$ cat config.mk
export PLATFORM = sky130hd
export DESIGN_NAME = irq_prio_arbiter
export DESIGN_NICKNAME = d
export VERILOG_FILES = /design/src/rtl/irq_arb_pkg.sv /design/src/rtl/irq_ext_capture.sv /design/src/rtl/irq_prio_resolver.sv /design/src/rtl/irq_nest_tracker.sv /design/src/rtl/irq_prio_arbiter.sv
export SDC_FILE = /design/constraint.sdc
export NUM_CORES = 1
export LEC_CHECK = 0
export ABC_AREA = 1
export BUFFER_PORTS_ARGS = -buffer_cell sky130_fd_sc_hd__buf_2
export CORE_ASPECT_RATIO = 0.5
export CORE_MARGIN = 4
export CORE_UTILIZATION = 45
export DETAILED_ROUTE_END_ITERATION = 12
export PLACE_DENSITY = 0.74
export SYNTH_ARGS = -nofsm -noshare
export SYNTH_HDL_FRONTEND = slang
export SYNTH_SLANG_ARGS = --single-unit
$ cat constraint.sdc
create_clock -name clk -period 10.1 [get_ports clk]
set_clock_uncertainty 0.2 [all_clocks]
set_input_delay 0.505 -clock clk [delete_from_list [all_inputs] [get_ports clk]]
set_output_delay 0.505 -clock clk [all_outputs]
set_load 0.05 [all_outputs]
$ cat src/rtl/irq_arb_pkg.sv
// Package: shared level type and helpers for the interrupt priority arbiter.
// Assumes exactly two priority register bits per source, hence four levels.
package irq_arb_pkg;
    localparam int LVL_W   = 2;
    localparam int NUM_LVL = 1 << LVL_W;
    localparam int RANK_W  = LVL_W + 1;   // 0 = nothing in service, 1..NUM_LVL = level+1

    typedef logic [LVL_W-1:0]  lvl_t;
    typedef logic [RANK_W-1:0] rank_t;

    // Combine the two priority register bits into a level (high bit is weightier).
    function automatic lvl_t make_level(input logic hi, input logic lo);
        return {hi, lo};
    endfunction
endpackage

$ cat src/rtl/irq_ext_capture.sv
// Module: irq_ext_capture
// Samples active-low external pins and produces one request per pin.
// Level mode: request while the sampled pin is low.
// Edge mode: a high sample followed by a low sample sets a flag that is held
// until the matching clear pulse (vector acknowledge); a set wins over a clear.
// Assumes the pins are already synchronous to clk.
module irq_ext_capture #(
    parameter int NUM_EXT = 2
) (
    input  logic               clk,
    input  logic               rst_n,
    input  logic [NUM_EXT-1:0] pin_n,
    input  logic [NUM_EXT-1:0] edge_sel,
    input  logic [NUM_EXT-1:0] clr,
    output logic [NUM_EXT-1:0] req
);
    for (genvar j = 0; j < NUM_EXT; j++) begin : g_line
        logic smp_now;
        logic smp_prev;
        logic flag;
        logic fall;

        // Sample the pin and keep the previous sample for edge detection.
        always_ff @(posedge clk) begin
            if (!rst_n) begin
                smp_now  <= 1'b1;
                smp_prev <= 1'b1;
            end else begin
                smp_now  <= pin_n[j];
                smp_prev <= smp_now;
            end
        end

        assign fall = smp_prev & ~smp_now;

        // Hold the edge flag until the acknowledge clears it.
        always_ff @(posedge clk) begin
            if (!rst_n)
                flag <= 1'b0;
            else if (edge_sel[j] && fall)
                flag <= 1'b1;
            else if (clr[j] || !edge_sel[j])
                flag <= 1'b0;
        end

        // Pick the request for the selected sensing mode.
        always_comb begin
            req[j] = edge_sel[j] ? flag : ~smp_now;
        end
    end
endmodule

$ cat src/rtl/irq_prio_resolver.sv
// Module: irq_prio_resolver
// Combinational winner selection: the highest level among pending sources,
// and the lowest index among those at that level.
// Assumes pend is already gated by the enables.
module irq_prio_resolver
    import irq_arb_pkg::*;
#(
    parameter int NUM_SRC = 8,
    parameter int IDX_W   = $clog2(NUM_SRC)
) (
    input  logic [NUM_SRC-1:0] pend,
    input  logic [NUM_SRC-1:0] prio_hi,
    input  logic [NUM_SRC-1:0] prio_lo,
    output logic               found,
    output logic [IDX_W-1:0]   win_idx,
    output lvl_t               win_lvl
);
    // Scan upward; only a strictly higher level displaces an earlier winner.
    always_comb begin
        found   = 1'b0;
        win_idx = '0;
        win_lvl = '0;
        for (int i = 0; i < NUM_SRC; i++) begin
            if (pend[i] && (!found || make_level(prio_hi[i], prio_lo[i]) > win_lvl)) begin
                found   = 1'b1;
                win_idx = IDX_W'(i);
                win_lvl = make_level(prio_hi[i], prio_lo[i]);
            end
        end
    end
endmodule

$ cat src/rtl/irq_nest_tracker.sv
// Module: irq_nest_tracker
// One in-service bit per level. An acknowledge sets the bit of the served
// level; a return strobe clears the highest set bit. Reports the highest
// active level as a rank (0 when nothing is in service).
// Assumes a set and a clear in the same cycle are both applied.
module irq_nest_tracker
    import irq_arb_pkg::*;
(
    input  logic  clk,
    input  logic  rst_n,
    input  logic  set_en,
    input  lvl_t  set_lvl,
    input  logic  clr_en,
    output rank_t rank
);
    logic [NUM_LVL-1:0] isv;
    logic [NUM_LVL-1:0] top_mask;
    logic [NUM_LVL-1:0] set_mask;

    // Find the highest in-service level and its one-hot mask.
    always_comb begin
        rank     = '0;
        top_mask = '0;
        for (int l = 0; l < NUM_LVL; l++) begin
            if (isv[l]) begin
                rank     = RANK_W'(l + 1);
                top_mask = '0;
                top_mask[l] = 1'b1;
            end
        end
    end

    // Decode the level being entered.
    always_comb begin
        set_mask = '0;
        if (set_en)
            set_mask[set_lvl] = 1'b1;
    end

    // Update the in-service bits.
    always_ff @(posedge clk) begin
        if (!rst_n)
            isv <= '0;
        else
            isv <= (clr_en ? (isv & ~top_mask) : isv) | set_mask;
    end
endmodule

$ cat src/rtl/irq_prio_arbiter.sv
// Module: irq_prio_arbiter (top)
// Gates requests by enables, resolves the winner, checks it against the
// nesting state and the CPU blocking conditions, and offers its vector
// through a request/acknowledge handshake. The offered vector is latched
// and held until acknowledged.
// Assumes external sources occupy indices 0..NUM_EXT-1 and peripheral
// sources the indices above them.
module irq_prio_arbiter
    import irq_arb_pkg::*;
#(
    parameter int              NUM_SRC    = 8,
    parameter int              NUM_EXT    = 2,
    parameter int              ADDR_W     = 16,
    parameter logic [15:0]     VEC_BASE   = 16'h0003,
    parameter int              VEC_STRIDE = 8
) (
    input  logic                       clk,
    input  logic                       rst_n,
    input  logic [NUM_EXT-1:0]         ext_pin_n,
    input  logic [NUM_EXT-1:0]         ext_edge_sel,
    input  logic [NUM_SRC-NUM_EXT-1:0] periph_req,
    input  logic [NUM_SRC-1:0]         src_en,
    input  logic                       global_en,
    input  logic [NUM_SRC-1:0]         prio_lo,
    input  logic [NUM_SRC-1:0]         prio_hi,
    input  logic                       instr_end,
    input  logic                       reti_busy,
    input  logic                       irq_reg_write,
    input  logic                       reti_done,
    input  logic                       vec_ack,
    output logic                       vec_req,
    output logic [ADDR_W-1:0]          vec_addr
);
    localparam int IDX_W = $clog2(NUM_SRC);

    logic [NUM_EXT-1:0] ext_req;
    logic [NUM_EXT-1:0] ext_clr;
    logic [NUM_SRC-1:0] raw_req;
    logic [NUM_SRC-1:0] pend;
    logic               found;
    logic [IDX_W-1:0]   win_idx;
    lvl_t               win_lvl;
    rank_t              win_rank;
    rank_t              cur_rank;
    logic               allow;
    logic               take;
    logic               ack_fire;
    logic [IDX_W-1:0]   vec_idx;
    lvl_t               vec_lvl;

    irq_ext_capture #(.NUM_EXT(NUM_EXT)) ext_i (
        .clk      (clk),
        .rst_n    (rst_n),
        .pin_n    (ext_pin_n),
        .edge_sel (ext_edge_sel),
        .clr      (ext_clr),
        .req      (ext_req)
    );

    // Merge source requests and apply the individual and global enables.
    always_comb begin
        raw_req = {periph_req, ext_req};
        pend    = raw_req & src_en & {NUM_SRC{global_en}};
    end

    irq_prio_resolver #(.NUM_SRC(NUM_SRC), .IDX_W(IDX_W)) res_i (
        .pend    (pend),
        .prio_hi (prio_hi),
        .prio_lo (prio_lo),
        .found   (found),
        .win_idx (win_idx),
        .win_lvl (win_lvl)
    );

    irq_nest_tracker nest_i (
        .clk     (clk),
        .rst_n   (rst_n),
        .set_en  (ack_fire),
        .set_lvl (vec_lvl),
        .clr_en  (reti_done),
        .rank    (cur_rank)
    );

    // Decide whether a new vector may be offered this cycle.
    always_comb begin
        win_rank = RANK_W'(win_lvl) + RANK_W'(1);
        allow    = instr_end & ~reti_busy & ~irq_reg_write;
        take     = ~vec_req & found & allow & (win_rank > cur_rank);
        ack_fire = vec_req & vec_ack;
    end

    // Clear the edge flag of the source whose vector was acknowledged.
    for (genvar j = 0; j < NUM_EXT; j++) begin : g_clr
        assign ext_clr[j] = ack_fire && (vec_idx == IDX_W'(j));
    end

    // Handshake register: latch the winner and hold it until acknowledged.
    always_ff @(posedge clk) begin
        if (!rst_n) begin
            vec_req <= 1'b0;
            vec_idx <= '0;
            vec_lvl <= '0;
        end else if (ack_fire) begin
            vec_req <= 1'b0;
        end else if (take) begin
            vec_req <= 1'b1;
            vec_idx <= win_idx;
            vec_lvl <= win_lvl;
        end
    end

    // Form the vector address from the latched index.
    assign vec_addr = ADDR_W'(VEC_BASE) + ADDR_W'(vec_idx) * ADDR_W'(VEC_STRIDE);
endmodule

==> results of run 1 <==
timing repair:
action | 4_1_cts | 5_1_grt
buffers inserted | 0 | 2
setup endpoints to repair | 0 | 6
gates resized for setup | 0 | 6
hold endpoints to repair | 0 | 0
where the power goes:
group | total, mW | internal (mW) | switching (mW)
Combinational | 0.0790 | 0.0279 | 0.0511
Clock | 0.0567 | 0.0346 | 0.0221
Sequential | 0.0677 | 0.0659 | 0.00185
Total | 0.203 | 0.128 | 0.0751
cell type report:
| class | instances | area (sq um) |
|---|---|---|
| Sequential cell | 16 | 320 |
| Tap cell | 51 | 63.8 |
| Multi-Input combinational cell | 181 | 1060 |
| Fill cell | 371 | 1530 |
| Timing Repair Buffer | 47 | 240 |
| Clock buffer | 4 | 55.1 |
| Inverter | 48 | 180 |
per-stage QoR:
stage / utilization, % / instances
floorplan: - / 260
finish: 55.6 / 347
global placement: 53.3 / 341
global route: 55.6 / 347
detailed placement: 53.3 / 341
CTS: 54.9 / 345
sequential cells by signal (all words and copies together) (netlist names):
signal and count:
nest_i.isv 4, vec_idx 3, ext_i.g_line.flag 2, ext_i.g_line.smp_now 2
ext_i.g_line.smp_prev 2, vec_lvl 2, vec_req 1
kinds of logic after synthesis:
family | share of synthesized area, %
compound gates | 14.5
fa+ha+maj | 13.1
buf+inv | 18.0
flops | 19.7
other cells | 0.463
simple gates | 34.2
worst paths after layout:
check,from,slack (ps),depth (start not counted),end
hold / removal,ext_pin_n[1],240,2,ext_i.g_line[1].smp_now
setup / recovery,global_en,900,72,vec_lvl[0]
hold reg to reg,ext_i.g_line[0].smp_now,260,2,ext_i.g_line[0].smp_prev
setup reg to reg,ext_i.g_line[0].smp_now,950,72,vec_lvl[0]
worst reg2reg max path: cells and delay by family, from the launching register on:
kind                       cells  cell delay, ps
adders and majority gates      9            2540
AOI/OAI and AO/OA             11            1480
and+or+nand+nor               36            3430
DFF                            1             300
buffers and inverters         16            1090
per-layer routing:
| layer | GRT usage (%) | wire (um) | vias up |
|---|---|---|---|
| met3 | 2.40 | 129 | 2 |
| met2 | 28.5 | 1770 | 30 |
| met5 | 0 | 0 | - |
| met1 | 19.3 | 1630 | 712 |
| li1 | - | - | 869 |
| met4 | 3.65 | 8 | 0 |
cells in the final DEF (no fill, tap or decap), types with 3 or more instances in the layout:
cell,instances
nand2_1,48
buf_2,45
inv_1,42
nand3_1,19
ha_1,17
nor2_1,16
dfxtp_1,16
conb_1,13
o21ai_0,12
nand2_2,8
a21oi_1,8
o21ai_1,6
inv_2,5
and2_1,5
nand3_2,4
clkbuf_8,4
o32ai_1,3
a31oi_1,3
or2_2,3
==> qor.yml, run 1 <==
drt-wirelength-per-cell_um: 10.2
hold_viol: 0
grt_usage_pct: 15.6
clk_latency_ps: 250
areaGrowthSynthToFinish_pct: 18.3
dieWidth_um: 92.9
synth_edf_count: 0
antennaDiodeCount: 0
synth_cell_types: 34
worst_ep_required_time_ps: 10050
drt_iter0_markers: 63
synthTopCellsByArea: "dfxtp_1 (20%), ha_1 (13%), nand2_1 (11%)"
ant_nets: 0
drt_pass1_iterations: 4
std_cell_rows: 15
ys_seq_area_share_pct: 19.7
cellPowerDensity_nw_per_um2: 106
avgSynthCellArea_sq_um: 6.52
core_area_sq_um: 3450
gr-total-overflow: 0
max_freq_ghz: 0.109
hold_path_class: "in2reg"
finalMaxSlewViolations: 0
cts.reportedPaths.clkPinSlew_ps: 60
route.detailed.drc: 0
status: "finished, final reports clean"
clk_path_buf_depth: 2
grt_pass1_vias: 1465
synth_area_leader_cell: "dfxtp_1"
place_ws_ps: 220
hpwl_um: 3060
drive_gt1_share_pct: 26.7
synthTopCellsByCount: "nand2_1 (48), inv_1 (42), nand3_1 (19)"
path_class: "in2reg"
crit_arrival_ps: 9150
antenna_found_initial: 0
ioPinCount: 59
setup_viol: 0
crit_path_end_kind: "flip-flop"
peakVddDrop_uv: 45.1
vias_per_cell: 4.65
cts_buffers: 3
timing.final.ws_setup_ps: 898
p_total_mw: 0.203
synth_top_area_share_pct: 19.7
port_buffers: 45
min_period_ps: 9200
worstPathMaxFanout: 8
cp_slowest_cell: "nor3_4"
max_cap_violations: 0
rsz0062_at_grt: "no"
cp_top_family: "simple AND/OR/NAND/NOR gates"
cts_root_buf: "clkbuf_8"
hold_ws_ps: 237
finalWirelength_um: 3540
syn_area_sq_um: 1620
gp_congestion: 0.835
dpl_cell_area_sq_um: 1840
setup_tns_ps: 0
die_y_um: 50.5
critPathLaunchType: "input pin"
crit_buf_inv: 17
yosys_warnings: 0
grt_max_degree: 12
synth_seq_cells: 16
htreeDepth: 1
grt_pass1_wl_um: 6030
finalInstanceArea_sq_um: 1920
start_util_pct: 47.0
via_count: 1613
ys.flop_type: "dfxtp_1"
synthCells: 249
async_reset_ff_share_pct: 0
synth_most_common_cell: "nand2_1"
slowest_delay_ps: 330
clock_sinks: 16
dieArea_sq_um: 4690
hold_buffers: 0
path_common_cell: "nand2_1"
cts_tree: "done"
fin_nets: 356
fin_crit_sh_pct: 91.1
p_leak_nw: 1.11
Note: power is estimated with default switching activity, not from simulation.
==> inputs of run 2 (changes only) <==
Settings changed: CORE_UTILIZATION 45 to 50, PLACE_DENSITY 0.74 to 0.81.
==> run 2 against run 1 <==
Clock-buffer cell count did not move. Sequential share of layout area is 0.076 points lower. Sequential power about the same. Fmax shrank 0.83%. Setup slack got worse by 77 ps. Design area increased by 0.46%. Combinational power up 2.5%. Register-to-register slack worse by 90 ps. Utilization rose by 7.7 points. Critical endpoint is now vec_idx[2]. Largest power group unchanged.
==> qor.yml, run 2 (synthesis results as in run 1) <==
antennaDiodeCount: 0
gp_congestion: 0.803
p_leak_nw: 1.12
via_count: 1658
swShare_pct: 36.8
route.detailed.drc: 0
clk_path_buf_depth: 2
cts_tree: "done"
min_period_ps: 9280
p_clk_share_pct: 27.4
hp-start: "ext_pin_n[0]"
areaGrowthSynthToFinish_pct: 18.9
cts.reportedPaths.clkPinSlew_ps: 60
ioPinCount: 59
crit_path_end_kind: "flip-flop"
std_cell_rows: 14
slowest_delay_ps: 350
die_y_um: 48.3
layout_common_cells: "nand2_1 (47), buf_2 (44), inv_1 (42)"
fin_nets: 357
hold_viol: 0
worstPathMaxFanout: 8
grt_max_degree: 12
cp_slowest_cell: "nor3_4"
start_util_pct: 53.2
reg2reg_from: "ext_i.g_line[0].smp_now"
vias_per_cell: 4.92
regMostFlops: "nest_i.isv"
path_class: "in2reg"
path_common_cell: "nand2_1"
setup_viol: 0
internal_power_mw: 0.129
largest_reg_flops: 4
p_total_mw: 0.205
final_util_pct: 63.3
cellPowerDensity_nw_per_um2: 106
largestRegisters: "nest_i.isv (4), vec_idx (3)"
clock_sinks: 16
grt_usage_pct: 17.0
fin_crit_sh_pct: 91.9
max_cap_violations: 0
hold_path_class: "in2reg"
grt_pass1_wl_um: 5750
cts_buffers: 3
dieArea_sq_um: 4280
htreeDepth: 1
hpwl_um: 3060
seqPwrFrac_pct: 33.1
grt_pass1_vias: 1433
max_freq_ghz: 0.108
hold_buffers: 0
hold_ws_ps: 235
core_area_sq_um: 3050
cts_root_buf: "clkbuf_8"
comb_power_share_pct: 39.6
finalWirelength_um: 3560
worst_ep_required_time_ps: 10030
drt_pass1_iterations: 4
ant_nets: 0
numPlacedInstances: 330
drt-wirelength-per-cell_um: 10.6
crit_arrival_ps: 9210
peakVddDrop_uv: 79.9
gr-total-overflow: 0
drt_iter0_markers: 61
layoutNonFillerInstCount: 337
dieWidth_um: 88.6
port_buffers: 45
drive_gt1_share_pct: 27.9
clk_latency_ps: 250
switchingPower_mw: 0.0754
status: "finished, final reports clean"
startpoint: "ext_edge_sel[0]"
antenna_found_initial: 0
finalMaxSlewViolations: 0
final_common_cell: "nand2_1"
critPathLaunchType: "input pin"
## run 2: cell count changes in the layout (fill, tap and decap cells not counted), sizes merged
| cell | before | now |
|---|---|---|
| clkbuf | 4 | 5 |
## run 2: final timing paths
| kind | end | slack (ps) | cells after the start |
|---|---|---|---|
| max | vec_idx[2] | 820 | 72 |
| max reg2reg | vec_idx[2] | 860 | 71 |
| min reg2reg | ext_i.g_line[1].smp_prev | 250 | 1 |
| min | ext_i.g_line[0].smp_now | 230 | 2 |
## run 2: through the flow
step	instance area, sq um	setup WS, ps	TNS [ps]
6_report	1930	821	0
4_1_cts	1880	438	0
5_1_grt	1930	-24.5	-24.5
3_3_place_gp	1830	504	0
2_1_floorplan	1660	1390	0
3_5_place_dp	1830	199	0
## run 2: metal layers
metal  up-vias  track usage [%]  wire, um  share of wire, %
met5         -                0         0                 0
met3         4             3.37       137               3.8
met1       750             20.8      1610                45
met2        34             31.5      1770                50
li1        870                -         -                 -
met4         0             4.82        43               1.2
## run 2: critical path, delay by kind of cell
kind | cells | cell delay [ps]
buffers and inverters | 16 | 1090
and+or+nand+nor | 35 | 3370
adders and majority gates | 9 | 2560
AOI/OAI and AO/OA | 12 | 1650
## run 2: cell type report
cell class / count / area (sq um)
clock buffer: 4 / 55.1
tap: 40 / 50.0
sequential: 16 / 320
multi-input combinational: 181 / 1070
timing repair buffer: 48 / 250
inverter: 48 / 180
fill: 284 / 1120
## run 2: power by group through the flow
stage          clock [mW]  sequential, mW  combinational [mW]
6_report           0.0560          0.0677              0.0810
3_3_place_gp            0          0.0689              0.0729
3_5_place_dp            0          0.0689              0.0766
5_1_grt            0.0591          0.0680              0.0910
4_1_cts            0.0575          0.0676              0.0769
2_1_floorplan           0          0.0722              0.0584
## run 2: timing repair
item / 4_1_cts / 5_1_grt
gates resized for setup: 0 / 10
endpoints found under the setup margin: 0 / 6
buffers inserted: 0 / 3
==> inputs of run 3 (changes only) <==
Settings changed: BUFFER_PORTS_ARGS -buffer_cell sky130_fd_sc_hd__buf_2 to unset, DONT_BUFFER_PORTS set to 1, PLACE_DENSITY 0.81 to unset.
==> run 3 against run 2 <==
Total power shrank 11%. Global-route usage shrank 2.2 points. Fmax is 2.1% higher. Critical path depth stayed put. Wire length fell by 12%. Hold slack got worse by 81 ps. Clock power fell by 19%. Critical endpoint is now vec_idx[1]. Largest power group is now sequential cells.
==> qor.yml, run 3 (synthesis results as in run 1) <==
status: "finished, final reports clean"
p_total_mw: 0.181
clock_sinks: 16
gr-total-overflow: 0
relSlewSlack_pct: 60.2
htreeDepth: 1
hold_viol: 0
regMostFlops: "nest_i.isv"
antenna_found_initial: 0
clk_path_buf_depth: 2
port_buffers: 0
hpwl_um: 2820
grt_max_degree: 12
fillers: 323
ioPinCount: 59
path_class: "reg2reg"
crit_path_end_kind: "flip-flop"
antennaDiodeCount: 0
std_cell_rows: 14
gp_congestion: 0.847
crit_arrival_ps: 9010
hold_path_class: "in2reg"
layout_common_cells: "nand2_1 (48), inv_1 (42), nand3_1 (19)"
drt_pass1_iterations: 4
route.detailed.drc: 0
dieArea_sq_um: 4280
seqPwrFrac_pct: 39.3
cts_root_buf: "clkbuf_8"
cts_tree: "done"
areaGrowthSynthToFinish_pct: 3.01
peakVddDrop_uv: 93.9
cp_slowest_cell: "a211oi_1"
hold_ws_ps: 154
dpl_cell_area_sq_um: 1600
min_period_ps: 9090
drive_gt1_share_pct: 13.6
switchingPower_mw: 0.0675
cts.reportedPaths.clkPinSlew_ps: 60
grt_usage_pct: 14.8
worstPathMaxFanout: 8
internal_power_mw: 0.114
final_common_cell: "nand2_1"
start_util_pct: 53.2
core_area_sq_um: 3050
ant_nets: 0
setup_tns_ps: 0
finalWirelength_um: 3140
comb_power_share_pct: 35.5
max_freq_ghz: 0.110
fin_crit_sh_pct: 90.0
p_leak_nw: 0.923
numPlacedInstances: 285
critPathLaunchType: "flip-flop"
slowest_delay_ps: 370
drt-wirelength-per-cell_um: 10.8
die_y_um: 48.3
hold_buffers: 0
fin_nets: 311
largestRegisters: "nest_i.isv (4), vec_idx (3)"
path_common_cell: "nand2_1"
cellPowerDensity_nw_per_um2: 109
max_cap_violations: 0
swShare_pct: 37.2
p_clk_share_pct: 25.1
finalMaxSlewViolations: 0
via_count: 1413
dieWidth_um: 88.6
finalInstanceArea_sq_um: 1670
vias_per_cell: 4.87
layoutNonFillerInstCount: 290
cts_buffers: 3
worstMarginPinSlew_ps: 597
grt_pass1_vias: 1226
drt_iter0_markers: 25
clk_latency_ps: 240
worst_ep_required_time_ps: 10020
largest_reg_flops: 4
grt_pass1_wl_um: 4940
setup_viol: 0
==> run 3: worst max-delay path, delay by kind of cell, from the launching register on <==
family | cells | cell delay (ps)
AO/OA/AOI/OAI | 14 | 2110
adder cells (fa/ha/maj) | 9 | 2590
buffers and inverters | 14 | 890
flip-flops | 1 | 300
AND/OR/NAND/NOR | 35 | 2880
==> run 3: repair_timing <==
item	4_1_cts	5_1_grt
buffers inserted	0	2
resized for setup	0	4
endpoints found under the hold margin	0	0
endpoints found under the setup margin	0	6
==> run 3: area by class of cell <==
type                    count  area, sq um  area share, %
flip-flops and latches     16          320           19.2
inverters                  48          180           10.8
well taps                  40         50.0           2.99
multi-input cells         181         1060           63.7
clock buffers               3         41.3           2.47
repair buffers              2         15.0          0.898
==> run 3: worst paths after layout <==
kind / start / end / slack [ps] / depth (start not counted)
worst max-delay path: ext_i.g_line[0].smp_now / vec_idx[1] / 1010 / 72
worst max register to register: ext_i.g_line[0].smp_now / vec_idx[1] / 1010 / 72
worst min register to register: ext_i.g_line[1].smp_now / ext_i.g_line[1].smp_prev / 250 / 1
worst min-delay path: rst_n / ext_i.g_line[0].smp_prev / 150 / 1
==> run 3: stage by stage <==
stage	worst slack, ps	util, %
3_5_place_dp	515	52.5
2_1_floorplan	1390	-
5_1_grt	-13.9	54.8
3_3_place_gp	708	52.5
4_1_cts	686	53.9
6_report	1010	54.8
==> run 3: per-layer routing <==
layer / GRT usage, % / routed length [um] / share of wire, %
met5: 0 / 0 / 0
met4: 1.81 / 0 / 0
met3: 4.55 / 197 / 6.3
met2: 25.4 / 1420 / 45
met1: 19.4 / 1520 / 49
==> run 3: power by group through the flow <==
stage,combinational (mW),clock [mW],sequential [mW]
CTS,0.0623,0.0474,0.0714
global route,0.0737,0.0492,0.0717
floorplan,0.0584,0,0.0722
finish,0.0645,0.0456,0.0714
detailed placement,0.0621,0,0.0728
global placement,0.0609,0,0.0728
